`src/rtl/coh_home_pkg.sv`:
```
package coh_home_pkg;
  typedef enum logic [1:0] {DIR_UNC = 2'd0, DIR_SHR = 2'd1, DIR_EXC = 2'd2} dir_state_e;

  typedef enum logic [2:0] {
    H_IDLE  = 3'd0,
    H_INV   = 3'd1,
    H_WACK  = 3'd2,
    H_FETCH = 3'd3,
    H_WDATA = 3'd4,
    H_REPLY = 3'd5
  } home_state_e;

  localparam logic [1:0] OP_RD = 2'd0;
  localparam logic [1:0] OP_WR = 2'd1;
  localparam logic [1:0] OP_WB = 2'd2;

  localparam logic [2:0] MSG_INV       = 3'd0;
  localparam logic [2:0] MSG_FETCH     = 3'd1;
  localparam logic [2:0] MSG_FETCH_INV = 3'd2;
  localparam logic [2:0] MSG_DATA      = 3'd3;
  localparam logic [2:0] MSG_ACK       = 3'd4;

  localparam logic RSP_ACK  = 1'b0;
  localparam logic RSP_DATA = 1'b1;
endpackage

```
`src/rtl/coh_dir_array.sv`:
```
module coh_dir_array
  import coh_home_pkg::*;
#(
  parameter int NPROC = 4,
  parameter int NBLK  = 8,
  parameter int WIDTH = 8,
  localparam int BW   = $clog2(NBLK)
) (
  input  logic             clk,
  input  logic             rst_n,
  input  logic [BW-1:0]    rd_addr,
  output dir_state_e       rd_state,
  output logic [NPROC-1:0] rd_vec,
  output logic [WIDTH-1:0] rd_data,
  input  logic             wr_en,
  input  logic [BW-1:0]    wr_addr,
  input  dir_state_e       wr_state,
  input  logic [NPROC-1:0] wr_vec,
  input  logic             dw_en,
  input  logic [BW-1:0]    dw_addr,
  input  logic [WIDTH-1:0] dw_data
);
  dir_state_e       st_a  [NBLK];
  logic [NPROC-1:0] vec_a [NBLK];
  logic [WIDTH-1:0] dat_a [NBLK];

  for (genvar b = 0; b < NBLK; b++) begin : g_blk
    dir_state_e       st_r;
    logic [NPROC-1:0] vec_r;
    logic [WIDTH-1:0] dat_r;
    logic             ent_en, dat_en;

    assign ent_en = wr_en && (wr_addr == BW'(b));
    assign dat_en = dw_en && (dw_addr == BW'(b));

    always_ff @(posedge clk or negedge rst_n) begin
      if (!rst_n) begin
        st_r  <= DIR_UNC;
        vec_r <= '0;
      end else if (ent_en) begin
        st_r  <= wr_state;
        vec_r <= wr_vec;
      end
    end

    always_ff @(posedge clk or negedge rst_n) begin
      if (!rst_n)      dat_r <= '0;
      else if (dat_en) dat_r <= dw_data;
    end

    assign st_a[b]  = st_r;
    assign vec_a[b] = vec_r;
    assign dat_a[b] = dat_r;
  end

  assign rd_state = st_a[rd_addr];
  assign rd_vec   = vec_a[rd_addr];
  assign rd_data  = dat_a[rd_addr];
endmodule

```
`src/rtl/coh_sharer_scan.sv`:
```
module coh_sharer_scan #(
  parameter int NPROC = 4,
  localparam int NW   = $clog2(NPROC),
  localparam int CW   = $clog2(NPROC + 1)
) (
  input  logic [NPROC-1:0] mask,
  output logic             any,
  output logic [NW-1:0]    first,
  output logic [CW-1:0]    cnt
);
  always_comb begin
    any   = |mask;
    first = '0;
    cnt   = '0;
    for (int i = NPROC - 1; i >= 0; i--) begin
      if (mask[i]) first = NW'(i);
    end
    for (int i = 0; i < NPROC; i++) begin
      cnt = cnt + CW'(mask[i]);
    end
  end
endmodule

```
`src/rtl/coh_home.sv`:
```
module coh_home
  import coh_home_pkg::*;
#(
  parameter int NPROC = 4,
  parameter int NBLK  = 8,
  parameter int WIDTH = 8,
  localparam int NW   = $clog2(NPROC),
  localparam int BW   = $clog2(NBLK),
  localparam int CW   = $clog2(NPROC + 1)
) (
  input  logic             clk,
  input  logic             rst_n,
  input  logic             req_valid,
  output logic             req_ready,
  input  logic [1:0]       req_op,
  input  logic [NW-1:0]    req_node,
  input  logic [BW-1:0]    req_blk,
  input  logic [WIDTH-1:0] req_wdata,
  input  logic             rsp_valid,
  input  logic             rsp_kind,
  input  logic [NW-1:0]    rsp_node,
  input  logic [WIDTH-1:0] rsp_data,
  output logic             msg_valid,
  output logic [2:0]       msg_op,
  output logic [NW-1:0]    msg_node,
  output logic [BW-1:0]    msg_blk,
  output logic [WIDTH-1:0] msg_data
);
  localparam logic [NPROC-1:0] ONE_HOT0 = NPROC'(1);

  // reset: asserted asynchronously, released on the clock
  logic [1:0] rsync_q;
  logic       rst_core_n;
  always_ff @(posedge clk or negedge rst_n) begin
    if (!rst_n) rsync_q <= 2'b00;
    else        rsync_q <= {rsync_q[0], 1'b1};
  end
  assign rst_core_n = rsync_q[1];

  home_state_e      st_q, st_d;
  logic [1:0]       op_q;
  logic [NW-1:0]    src_q, own_q, own_d;
  logic [BW-1:0]    blk_q;
  logic [WIDTH-1:0] wd_q;
  logic [NPROC-1:0] pend_q, pend_d;
  logic [CW-1:0]    ackc_q, ackc_d;

  logic             accept, ack_hit, dat_hit;
  logic [BW-1:0]    lk_blk;
  logic [NW-1:0]    lk_src;
  logic [NPROC-1:0] src_oh, others;
  dir_state_e       rd_state, wr_state;
  logic [NPROC-1:0] rd_vec, wr_vec;
  logic [WIDTH-1:0] rd_data, dw_data;
  logic             wr_en, dw_en;
  logic             o_any, p_any;
  logic [NW-1:0]    o_first, p_first;
  logic [CW-1:0]    o_cnt, p_cnt;

  assign req_ready = (st_q == H_IDLE) && rst_core_n;
  assign accept    = req_valid && req_ready;
  assign lk_blk    = (st_q == H_IDLE) ? req_blk  : blk_q;
  assign lk_src    = (st_q == H_IDLE) ? req_node : src_q;
  assign src_oh    = ONE_HOT0 << lk_src;
  assign others    = rd_vec & ~src_oh;
  assign ack_hit   = rsp_valid && (rsp_kind == RSP_ACK) &&
                     ((st_q == H_INV) || (st_q == H_WACK)) && (ackc_q != '0);
  assign dat_hit   = rsp_valid && (rsp_kind == RSP_DATA) &&
                     (st_q == H_WDATA) && (rsp_node == own_q);

  coh_dir_array #(.NPROC(NPROC), .NBLK(NBLK), .WIDTH(WIDTH)) u_dir (
    .clk(clk), .rst_n(rst_core_n),
    .rd_addr(lk_blk), .rd_state(rd_state), .rd_vec(rd_vec), .rd_data(rd_data),
    .wr_en(wr_en), .wr_addr(blk_q), .wr_state(wr_state), .wr_vec(wr_vec),
    .dw_en(dw_en), .dw_addr(blk_q), .dw_data(dw_data)
  );

  coh_sharer_scan #(.NPROC(NPROC)) u_scan_others (
    .mask(others), .any(o_any), .first(o_first), .cnt(o_cnt)
  );

  coh_sharer_scan #(.NPROC(NPROC)) u_scan_pend (
    .mask(pend_q), .any(p_any), .first(p_first), .cnt(p_cnt)
  );

  // next-state and message generation
  always_comb begin
    st_d      = st_q;
    pend_d    = pend_q;
    own_d     = own_q;
    ackc_d    = ackc_q - (ack_hit ? CW'(1) : CW'(0));
    msg_valid = 1'b0;
    msg_op    = MSG_ACK;
    msg_node  = src_q;
    msg_data  = '0;
    wr_en     = 1'b0;
    wr_state  = DIR_UNC;
    wr_vec    = '0;
    dw_en     = 1'b0;
    dw_data   = rsp_data;
    unique case (st_q)
      H_IDLE: begin
        if (accept) begin
          if (req_op == OP_RD) begin
            if (rd_state == DIR_EXC && o_any) begin
              st_d  = H_FETCH;
              own_d = o_first;
            end else begin
              st_d = H_REPLY;
            end
          end else if (req_op == OP_WR) begin
            if (rd_state == DIR_SHR && o_any) begin
              st_d   = H_INV;
              pend_d = others;
              ackc_d = o_cnt;
            end else if (rd_state == DIR_EXC && o_any) begin
              st_d  = H_FETCH;
              own_d = o_first;
            end else begin
              st_d = H_REPLY;
            end
          end else begin
            st_d = H_REPLY;
          end
        end
      end
      H_INV: begin
        msg_valid = p_any;
        msg_op    = MSG_INV;
        msg_node  = p_first;
        pend_d    = pend_q & ~(ONE_HOT0 << p_first);
        if (p_cnt <= CW'(1)) st_d = H_WACK;
      end
      H_WACK: begin
        if (ackc_q == '0) st_d = H_REPLY;
      end
      H_FETCH: begin
        msg_valid = 1'b1;
        msg_op    = (op_q == OP_WR) ? MSG_FETCH_INV : MSG_FETCH;
        msg_node  = own_q;
        st_d      = H_WDATA;
      end
      H_WDATA: begin
        if (dat_hit) begin
          dw_en = 1'b1;
          st_d  = H_REPLY;
        end
      end
      H_REPLY: begin
        msg_valid = 1'b1;
        st_d      = H_IDLE;
        if (op_q == OP_RD || op_q == OP_WR) begin
          msg_op   = MSG_DATA;
          msg_data = rd_data;
          wr_en    = 1'b1;
          wr_state = (op_q == OP_RD) ? DIR_SHR : DIR_EXC;
          wr_vec   = (op_q == OP_RD) ? (rd_vec | src_oh) : src_oh;
        end else if (op_q == OP_WB && rd_state == DIR_EXC && rd_vec == src_oh) begin
          wr_en    = 1'b1;
          wr_state = DIR_UNC;
          wr_vec   = '0;
          dw_en    = 1'b1;
          dw_data  = wd_q;
        end
      end
      default: st_d = H_IDLE;
    endcase
  end

  assign msg_blk = blk_q;

  always_ff @(posedge clk or negedge rst_core_n) begin
    if (!rst_core_n) begin
      st_q   <= H_IDLE;
      pend_q <= '0;
      ackc_q <= '0;
      own_q  <= '0;
    end else begin
      st_q   <= st_d;
      pend_q <= pend_d;
      ackc_q <= ackc_d;
      own_q  <= own_d;
    end
  end

  always_ff @(posedge clk or negedge rst_core_n) begin
    if (!rst_core_n) begin
      op_q  <= OP_RD;
      src_q <= '0;
      blk_q <= '0;
      wd_q  <= '0;
    end else if (accept) begin
      op_q  <= req_op;
      src_q <= req_node;
      blk_q <= req_blk;
      wd_q  <= req_wdata;
    end
  end
endmodule

```
`config.mk`:
```
export PLATFORM = sky130hd
export DESIGN_NAME = coh_home
export DESIGN_NICKNAME = d
export VERILOG_FILES = /design/src/rtl/coh_home_pkg.sv /design/src/rtl/coh_dir_array.sv /design/src/rtl/coh_sharer_scan.sv /design/src/rtl/coh_home.sv
export SDC_FILE = /design/constraint.sdc
export NUM_CORES = 1
export LEC_CHECK = 0
export BUFFER_PORTS_ARGS = -buffer_cell sky130_fd_sc_hd__clkbuf_2
export CORE_MARGIN = 2
export CORE_UTILIZATION = 50
export DETAILED_ROUTE_END_ITERATION = 8
export PLACE_DENSITY = 0.64
export SETUP_SLACK_MARGIN = 0.15
export SLEW_MARGIN = 10
export SYNTH_ARGS = -nofsm -noshare
export SYNTH_HDL_FRONTEND = slang
export SYNTH_HIERARCHICAL = 1
export SYNTH_SLANG_ARGS = --single-unit
export TNS_END_PERCENT = 30
```
`constraint.sdc`:
```
create_clock -name clk -period 15.15 [get_ports clk]
set_clock_uncertainty 0.2 [all_clocks]
set_input_delay 3.7875 -clock clk [delete_from_list [all_inputs] [get_ports clk]]
set_output_delay 3.7875 -clock clk [all_outputs]
set_load 0.02 [all_outputs]
```
==> results of run 1 <==
==> per-layer routing <==
metal | wire length [um] | GRT usage (%) | part of all wire, % | up-vias
li1 | - | - | - | 2070
met1 | 7502 | 30.15 | 49 | 2274
met2 | 7088 | 31.02 | 46 | 95
met3 | 644 | 4.206 | 4.2 | 18
met4 | 197 | 6.787 | 1.3 | 0
met5 | 0 | 0 | 0 | -
==> worst max path at each step <==
stage | endpoint | startpoint | slack [ns]
after floorplan | msg_data[2] | req_blk[0] | 5.98
after global placement | msg_data[3] | req_blk[0] | 5.52
after detailed placement | msg_data[2] | req_blk[0] | 5.50
after CTS | msg_data[2] | req_blk[0] | 5.50
after global routing | msg_data[2] | req_blk[0] | 5.42
final | msg_data[1] | req_blk[0] | 5.51
==> area by class of cell <==
class / count / share of cell area [%]
Timing Repair Buffer: 58 / 3.781
Multi-Input combinational cell: 336 / 43.27
Clock inverter: 14 / 2.540
Clock buffer: 18 / 5.066
Inverter: 21 / 0.9304
Tap cell: 184 / 2.717
Sequential cell: 141 / 41.69
==> what timing repair did <==
action / CTS / global route
endpoints found under the setup margin: 0 / 0
hold endpoints to repair: 5 / 0
hold buffers: 1 / 0
buffers inserted: 0 / 0
==> cell usage after synthesis, types with 4 or more instances <==
cell and n:
a211oi_1 5, and2_1 10, buf_2 11, buf_6 6, clkbuf_1 12, dfrtp_1 141
ha_1 16, inv_1 21, mux2_2 156, mux2i_1 7, mux4_1 25, nand2_1 15
nand2b_1 6, nand4b_1 8, nor2_1 10, nor2b_1 12, nor3_1 8, nor4bb_1 6
o21ai_0 4, o31a_1 4
==> cell families (layout without fill, tap and decap cells) <==
kind of cell / count (synthesis) / after routing / share of synthesized area [%]
mux: 191 / 191 / 34.34
flops: 141 / 141 / 47.49
fa+ha+maj: 18 / 18 / 3.233
xor+xnor: 4 / 4 / 0.4716
other cells: 1 / 1 / 0.05047
simple gates: 94 / 94 / 8.168
compound gates: 28 / 28 / 2.829
buf+inv: 51 / 111 / 3.419
==> where the power goes <==
| group | leakage, uW | switching [uW] | internal (uW) | total (uW) |
|---|---|---|---|---|
| Clock | 0.000311 | 162 | 293 | 454 |
| Sequential | 0.00190 | 88.1 | 482 | 570 |
| Combinational | 0.00192 | 200 | 240 | 439 |
| Total | 0.00413 | 449 | 1010 | 1460 |
==> flip-flops by register name, indices dropped and copies added, names as in the netlist, 3 cells and up <==
signal / flops
u_dir/g_blk.dat_r: 64
pend_q: 4
u_dir/g_blk.vec_r: 32
u_dir/g_blk.st_r: 16
msg_blk: 3
st_q: 3
ackc_q: 3
wd_q: 8
==> stage by stage <==
step | total power, uW | setup WS (ns) | utilization [%] | instances
after global routing | 1547 | 5.425 | 58.29 | 772
after floorplan | 917.6 | 5.977 | - | 528
after global placement | 999.4 | 5.522 | 53.79 | 739
after detailed placement | 1019 | 5.502 | 53.79 | 739
final | 1464 | 5.509 | 58.29 | 772
after CTS | 1479 | 5.502 | 58.29 | 772
==> out/summary.log, run 1 <==
qor: outcome.run_status completed
qor: die.initial_utilization 51.12%
qor: yosys.share_of_synthesized_area_occupied_by_flip_flops_and_latches 47.49%
qor: critical_path.worst-path-buf-inv 3
qor: clock_network.path_clk_slew 0.06 ns
qor: grt.grt_overflow 0
qor: yosys.synth.largest_area_cell dfrtp_1
qor: die.chipHeight 125.9 um
qor: yosys.post_synth_num_cell_types 51
qor: critical_path.crit_type in -> out
qor: job.max_cap_violations 0
qor: critical_path.r2r_start st_q[1]
qor: timing.max_slew.worst_pin.slew 0.9054 ns
qor: critical_path.regToRegSetupSlack 8.93 ns
qor: power.irDropWorstVdd 0.08470 mV
qor: critical_path.crit_family multiplexers
qor: critical_path.regToRegEndpoint u_dir/g_blk[3].dat_r[1]
qor: grt.grt_pass1_vias 4588
qor: die.fp.dieW 125.9 um
qor: critical_path.worst_setup_path_end_kind primary output
qor: min_path.hold_path.class reg -> reg
qor: placement.io_buffers 47
qor: critical_path.critical_path.cell_chain clkbuf_2 > nand2_1 > nand2_1 > buf_4 > mux4_1 > mux2_2 > and2_1 > clkbuf_2
qor: layout.final-seq-area 3532 um2
qor: critical_path.cp_num_cells 8
qor: timing.max_clock_freq 103.7 MHz
qor: layout.fill_cells 1181
qor: clock_network.clock_path_buffers 2
qor: critical_path.critical_path.startpoint_type primary input
qor: route.via_count 4457
qor: timing.relSlewSlack 39.28%
qor: min_path.worstHoldPathCells 0
qor: layout.flow.area_growth_from_synthesis 14.03%
qor: min_path.timing.hold.worst_endpoint rsync_q[1]
qor: layout.multi_input_area 3666 um2
qor: timing.finalSetupViolations 0
qor: route.finalWirelength 15430 um
qor: layout.layout-drive-gt1-share 44.22%
qor: route.dr.first_iter.drc_count 252
qor: layout.antenna_diode_instance_count 0
qor: yosys.synth_top_area_share 47.49%
qor: layout.most-common-layout-cells 156 x mux2_2, 140 x dfrtp_1, 47 x clkbuf_2
qor: min_path.hold_path_startpoint rsync_q[0]
qor: yosys.ys_seq_elements 141
qor: timing.hold_violations 0
qor: clock_network.tritoncts done
qor: critical_path.reg2reg_depth 13
qor: critical_path.crit_fanout 28
qor: clock_network.clkLatencyLatePin 0.42 ns
qor: die.design.die.area 15850 um2
qor: yosys.synth.top_cells.by_area dfrtp_1 47%, mux2_2 24%, mux4_1 8.8%, ha_1 2.7%, inv_1 1.1%
qor: critical_path.timing.critical_path.arrival 5.65 ns
qor: route.antenna_left 0
qor: clock_network.ctsResizeCount 0
qor: critical_path.cp_data_required_time 11.16 ns
qor: die.fp-row-count 44
qor: clock_network.cts_inserted_buffers 17
qor: layout.finish.instance_area 8472 um2
qor: clock_network.clock_tree.root_cell clkbuf_16
qor: grt.grt_start_max_net_pins 69
qor: yosys.yosys_most_used_dff dfrtp_1
qor: timing.finalHoldWorstSlack 0.1512 ns
qor: placement.post_dp_cell_area 7818 um2
qor: critical_path.slowest_stage mux4_1
qor: placement.dp_hpwl 10350 um
qor: yosys.asyncSetResetFlopFracSynth 100.0%
qor: yosys.ys_warn_count 6
qor: timing.rsz0062_at_grt false
qor: power.power_leakage 0.004135 uW
qor: layout.layout.nets 623
qor: route.route.detailed.vias_per_inst 5.773
qor: yosys.synth.avg_cell_area 14.07 um2
qor: yosys.netlist_area_before_placement 7430 um2
qor: grt.first_pass_grt_wire_length 25050 um
qor: critical_path.worst_path_max_stage_delay 0.63 ns
qor: route.wl_cell 19.99 um
qor: route.drc_errors_left 0
qor: route.drt_pass1_iterations 4
qor: timing.timing.setup.tns 0 ns
qor: timing.post_route_clock_period_utilization 63.64%
qor: grt.antenna_violations_before_repair 0
qor: layout.layout_commonest_cell mux2_2
qor: yosys.mappedNetlistNets 576
qor: power.power.density 172.8 nW/um2
qor: die.floorplan.core_area 14530 um2
qor: clock_network.cts_h_tree_depth 4
qor: grt.track_usage 20.60%
qor: yosys.syn-instance-count 528
qor: placement.final_estimated_routing_congestion_in_global_placement 0.7952
qor: yosys.synth-edff-count 0
qor: timing.timing.final.max_slew_violations 0
qor: timing.period_needed 9.641 ns
qor: die.io_pins 48
qor: clock_network.cts.sink_count 141
Note: power is estimated with default switching activity, not from simulation.
==> run 2, diff against run 1 <==
ABC_AREA = 1   (was not set)
PLACE_DENSITY = 0.66   (was 0.64)
clock period = 7.94 ns   (was 15.15 ns; I/O delays follow)
==> run 2 against run 1 <==
Via count grew 46%. Sequential share of layout area is 1.4 points lower. Wire length grew 19%. Setup slack got worse by 3.7 ns. Largest power group is now combinational cells. Synthesized area grew 5.6%. Core utilization shrank 0.89 points. Combinational power grew to 3.9 times the previous value.
==> out/summary.log, run 2 <==
qor: outcome.run_status completed [unchanged]
qor: power.power.switching_fraction 45.42% [was 30.70%]
qor: critical_path.worst_setup_path_end_kind primary output [unchanged]
qor: yosys.synth.avg_cell_area 7.254 um2 [was 14.07 um2]
qor: critical_path.crit_fanout 32 [was 28]
qor: yosys.asyncSetResetFlopFracSynth 100.0% [unchanged]
qor: placement.dp_hpwl 12240 um [was 10350 um]
qor: layout.layoutNonFillerInstCount 1338 [was 772]
qor: route.wl_cell 13.72 um [was 19.99 um]
qor: power.pwr-share-clk 21.9% [was 31.0%]
qor: power.seq_power_share 30.2% [was 38.9%]
qor: layout.fill_cells 1461 [was 1181]
qor: timing.relSlewSlack 29.38% [was 39.28%]
qor: critical_path.slowest_stage inv_1 [was mux4_1]
qor: layout.most-common-layout-cells 387 x nand2_1, 197 x inv_1, 140 x dfrtp_1 [was 156 x mux2_2, 140 x dfrtp_1, 47 x clkbuf_2]
qor: power.power.density 411.6 nW/um2 [was 172.8 nW/um2]
qor: timing.max_clock_freq 162.3 MHz
qor: critical_path.worst_path_max_stage_delay 0.57 ns [was 0.63 ns]
qor: yosys.post_synth_num_cell_types 42 [was 51]
qor: clock_network.path_clk_slew 0.06 ns [about the same]
qor: timing.hold_violations 0 [unchanged]
qor: timing.finalSetupViolations 0 [unchanged]
qor: die.chipHeight 129.3 um [was 125.9 um]
qor: power.total_power 3605 uW [was 1464 uW]
qor: route.drc_errors_left 0 [unchanged]
qor: clock_network.cts_post_setup_buffers_inserted 0 [unchanged]
qor: clock_network.clkLatencyLatePin 0.42 ns [about the same]
qor: layout.antenna_diode_instance_count 0 [unchanged]
qor: min_path.hold_path.class reg -> reg [unchanged]
qor: route.via_count 6491 [was 4457]
qor: die.fp-row-count 45 [was 44]
qor: placement.io_buffers 47 [unchanged]
qor: clock_network.tritoncts done [unchanged]
qor: clock_network.cts_inserted_buffers 17 [unchanged]
qor: clock_network.post_cts_hold_buffer_count 0 [was 1]
qor: layout.multi_input_area 3319 um2 [was 3666 um2]
qor: layout.layout-drive-gt1-share 11.00% [was 44.22%]
qor: timing.rsz0062_at_grt false [unchanged]
qor: placement.final_estimated_routing_congestion_in_global_placement 0.8103 [was 0.7952]
qor: yosys.ys_seq_elements 141 [unchanged]
qor: clock_network.clock_path_buffers 2 [unchanged]
qor: critical_path.cp-endpoint msg_data[1] [unchanged]
qor: timing.max_slew.worst_pin.slew 1.051 ns [was 0.9054 ns]
qor: layout.biggestRegsByFlops u_dir/g_blk.dat_r x64, u_dir/g_blk.vec_r x32, u_dir/g_blk.st_r x16 [unchanged]
qor: die.io_pins 48 [unchanged]
qor: die.floorplan.core_area 15260 um2 [was 14530 um2]
qor: critical_path.regToRegSetupSlack 3.12 ns [was 8.93 ns]
qor: die.fp.dieW 129.3 um [was 125.9 um]
qor: critical_path.cp_data_required_time 5.76 ns [was 11.16 ns]
qor: yosys.synth-edff-count 0 [unchanged]
qor: die.design.die.area 16720 um2 [was 15850 um2]
qor: layout.layout.nets 1162 [was 623]
qor: die.initial_utilization 51.44% [was 51.12%]
qor: timing.timing.final.max_slew_violations 0 [unchanged]
qor: critical_path.regToRegEndpoint u_dir/g_blk[3].dat_r[3] [was u_dir/g_blk[3].dat_r[1]]
qor: clock_network.ctsResizeCount 0 [unchanged]
qor: critical_path.timing.critical_path.arrival 3.98 ns [was 5.65 ns]
qor: yosys.synth.largest_area_cell dfrtp_1 [unchanged]
qor: grt.grt_pass1_vias 6141 [was 4588]
qor: critical_path.critical_path.cell_chain clkbuf_2 > nand2_1 > o21ai_4 > inv_1 > buf_4 > nand2_1 > nand3_1 > nand2_1 > nand2_1 > nand2_1 > nand2_1 > nor2_1 > clkbuf_2 [was clkbuf_2 > nand2_1 > nand2_1 > buf_4 > mux4_1 > mux2_2 > and2_1 > clkbuf_2]
qor: grt.first_pass_grt_wire_length 31110 um [was 25050 um]
qor: placement.dpl.cell_count 1306 [was 739]
qor: grt.grt_start_max_net_pins 74 [was 69]
qor: critical_path.r2r_start st_q[1] [unchanged]
qor: grt.antenna_violations_before_repair 0 [unchanged]
qor: grt.grt_overflow 0 [unchanged]
qor: timing.post_route_clock_period_utilization 77.58%
qor: power.cellInternalPower 1967 uW [was 1014 uW]
qor: yosys.netlist_area_before_placement 7849 um2 [was 7430 um2]
qor: power.irDropWorstVdd 0.2344 mV [was 0.08470 mV]
qor: critical_path.crit_type in -> out [unchanged]
qor: power.net-switching-power 1637 uW [was 449.3 uW]
qor: clock_network.cts.sink_count 141 [unchanged]
qor: yosys.syn-instance-count 1082 [was 528]
qor: yosys.synth.top_cells.by_area dfrtp_1 45%, nand2_1 19%, inv_1 9.4%, o21ai_0 8.4%, nand3_1 4.2% [was dfrtp_1 47%, mux2_2 24%, mux4_1 8.8%, ha_1 2.7%, inv_1 1.1%]
qor: yosys.ys_warn_count 6 [unchanged]
qor: power.power_leakage 0.004498 uW [was 0.004135 uW]
qor: yosys.mappedNetlistNets 1130 [was 576]
qor: layout.layout_commonest_cell nand2_1 [was mux2_2]
qor: route.route.detailed.vias_per_inst 4.851 [was 5.773]
qor: power.p_comb_share 47.9% [was 30.0%]
qor: route.finalWirelength 18350 um [was 15430 um]
qor: critical_path.reg2reg_depth 22 [was 13]
qor: layout.flow.area_growth_from_synthesis 11.59% [was 14.03%]
qor: timing.period_needed 6.160 ns
qor: route.antenna_left 0 [unchanged]
qor: clock_network.cts_h_tree_depth 4 [unchanged]
qor: critical_path.critical_path.startpoint_type primary input [unchanged]
qor: route.drt_pass1_iterations 5 [was 4]
qor: critical_path.critical_path.startpoint req_blk[0] [unchanged]
qor: yosys.post-synth-top-count-cell nand2_1 [was mux2_2]
qor: route.dr.first_iter.drc_count 471 [was 252]
qor: yosys.share_of_synthesized_area_occupied_by_flip_flops_and_latches 44.95% [was 47.49%]
qor: layout.final-seq-area 3532 um2 [unchanged]
qor: grt.track_usage 23.80% [was 20.60%]
qor: critical_path.critical_path.most_common_cell nand2_1
qor: layout.largest_register_ffs 64 [unchanged]
qor: timing.timing.setup.tns 0 ns [unchanged]
qor: yosys.yosys_most_used_dff dfrtp_1 [unchanged]
qor: job.max_cap_violations 0 [unchanged]
qor: clock_network.clock_tree.root_cell clkbuf_16 [unchanged]
qor: yosys.synth_top_area_share 44.95% [was 47.49%]
qor: yosys.synth_cell_count_leaders 387 x nand2_1, 197 x inv_1, 141 x dfrtp_1, 132 x o21ai_0, 66 x nand3_1 [was 156 x mux2_2, 141 x dfrtp_1, 25 x mux4_1, 21 x inv_1, 16 x ha_1]
qor: layout.top_reg_by_flops u_dir/g_blk.dat_r [unchanged]
-- run 2: cell count changes after synthesis, sizes merged, moves of 66 or more --
cell,change
nand2,+376
nand3,+66
mux2,-156
o21ai,+148
inv,+181
-- run 2: layout make-up --
| type | instances | share of cell area, % |
|---|---|---|
| clock buffers | 17 | 4.857 |
| clock inverters | 15 | 1.900 |
| inverters | 204 | 8.886 |
| multi-input cells | 698 | 37.90 |
| flip-flops and latches | 141 | 40.33 |
| well taps | 211 | 3.014 |
| repair buffers | 52 | 3.114 |
-- run 2: worst min path at each step --
| stage | startpoint | end | slack, ns | cells after the start |
|---|---|---|---|---|
| final | rsync_q[0] | rsync_q[1] | 0.15 | 0 |
| after global routing | rsync_q[0] | rsync_q[1] | 0.16 | 0 |
| after CTS | rsync_q[0] | rsync_q[1] | 0.15 | 0 |
| after detailed placement | rsync_q[0] | rsync_q[1] | 0.14 | 0 |
| after global placement | rsync_q[0] | rsync_q[1] | 0.14 | 0 |
| after floorplan | rsync_q[0] | rsync_q[1] | 0.13 | 0 |
-- run 2: per-layer routing --
metal	global-route usage (%)	vias up	part of all wire (%)
li1	-	3376	-
met1	34.98	2950	50
met2	36.28	150	44
met3	4.831	15	4.6
met4	6.010	0	0.90
met5	0	-	0
-- run 2: cells by family (layout without fill, tap and decap cells) --
| family | Yosys count | count (layout) | synth area share [%] |
|---|---|---|---|
| and+or+nand+nor | 508 | 508 | 27.15 |
| AOI/OAI and AO/OA | 170 | 170 | 11.73 |
| xor gates and xnor gates | 1 | 1 | 0.1116 |
| DFF | 141 | 141 | 44.95 |
| other | 1 | 1 | 0.04778 |
| adders and majority gates | 18 | 18 | 3.061 |
| buffers and inverters | 243 | 288 | 12.94 |
-- run 2: power groups by stage --
stage | logic, uW | clock network, uW | registers, uW
after detailed placement | 1710 | 0 | 1090
after CTS | 1730 | 807 | 1090
after floorplan | 1320 | 0 | 1070
final | 1730 | 791 | 1090
after global placement | 1680 | 0 | 1090
after global routing | 2000 | 836 | 1120
-- run 2: worst max-delay path: cells and delay by family --
family          cells  cell delay [ns]
simple gates        8             0.63
compound gates      1             0.06
buf+inv             4             1.29
-- run 2: metrics by stage --
stage	utilization (%)	hold WS [ns]	setup slack (ns)	area [um2]
after global placement	53.52	0.1350	1.803	8167
after detailed placement	53.52	0.1395	1.803	8167
after CTS	57.40	0.1542	1.795	8758
final	57.40	0.1513	1.780	8758
after floorplan	-	0.1312	1.457	7849
after global routing	57.40	0.1565	1.550	8758
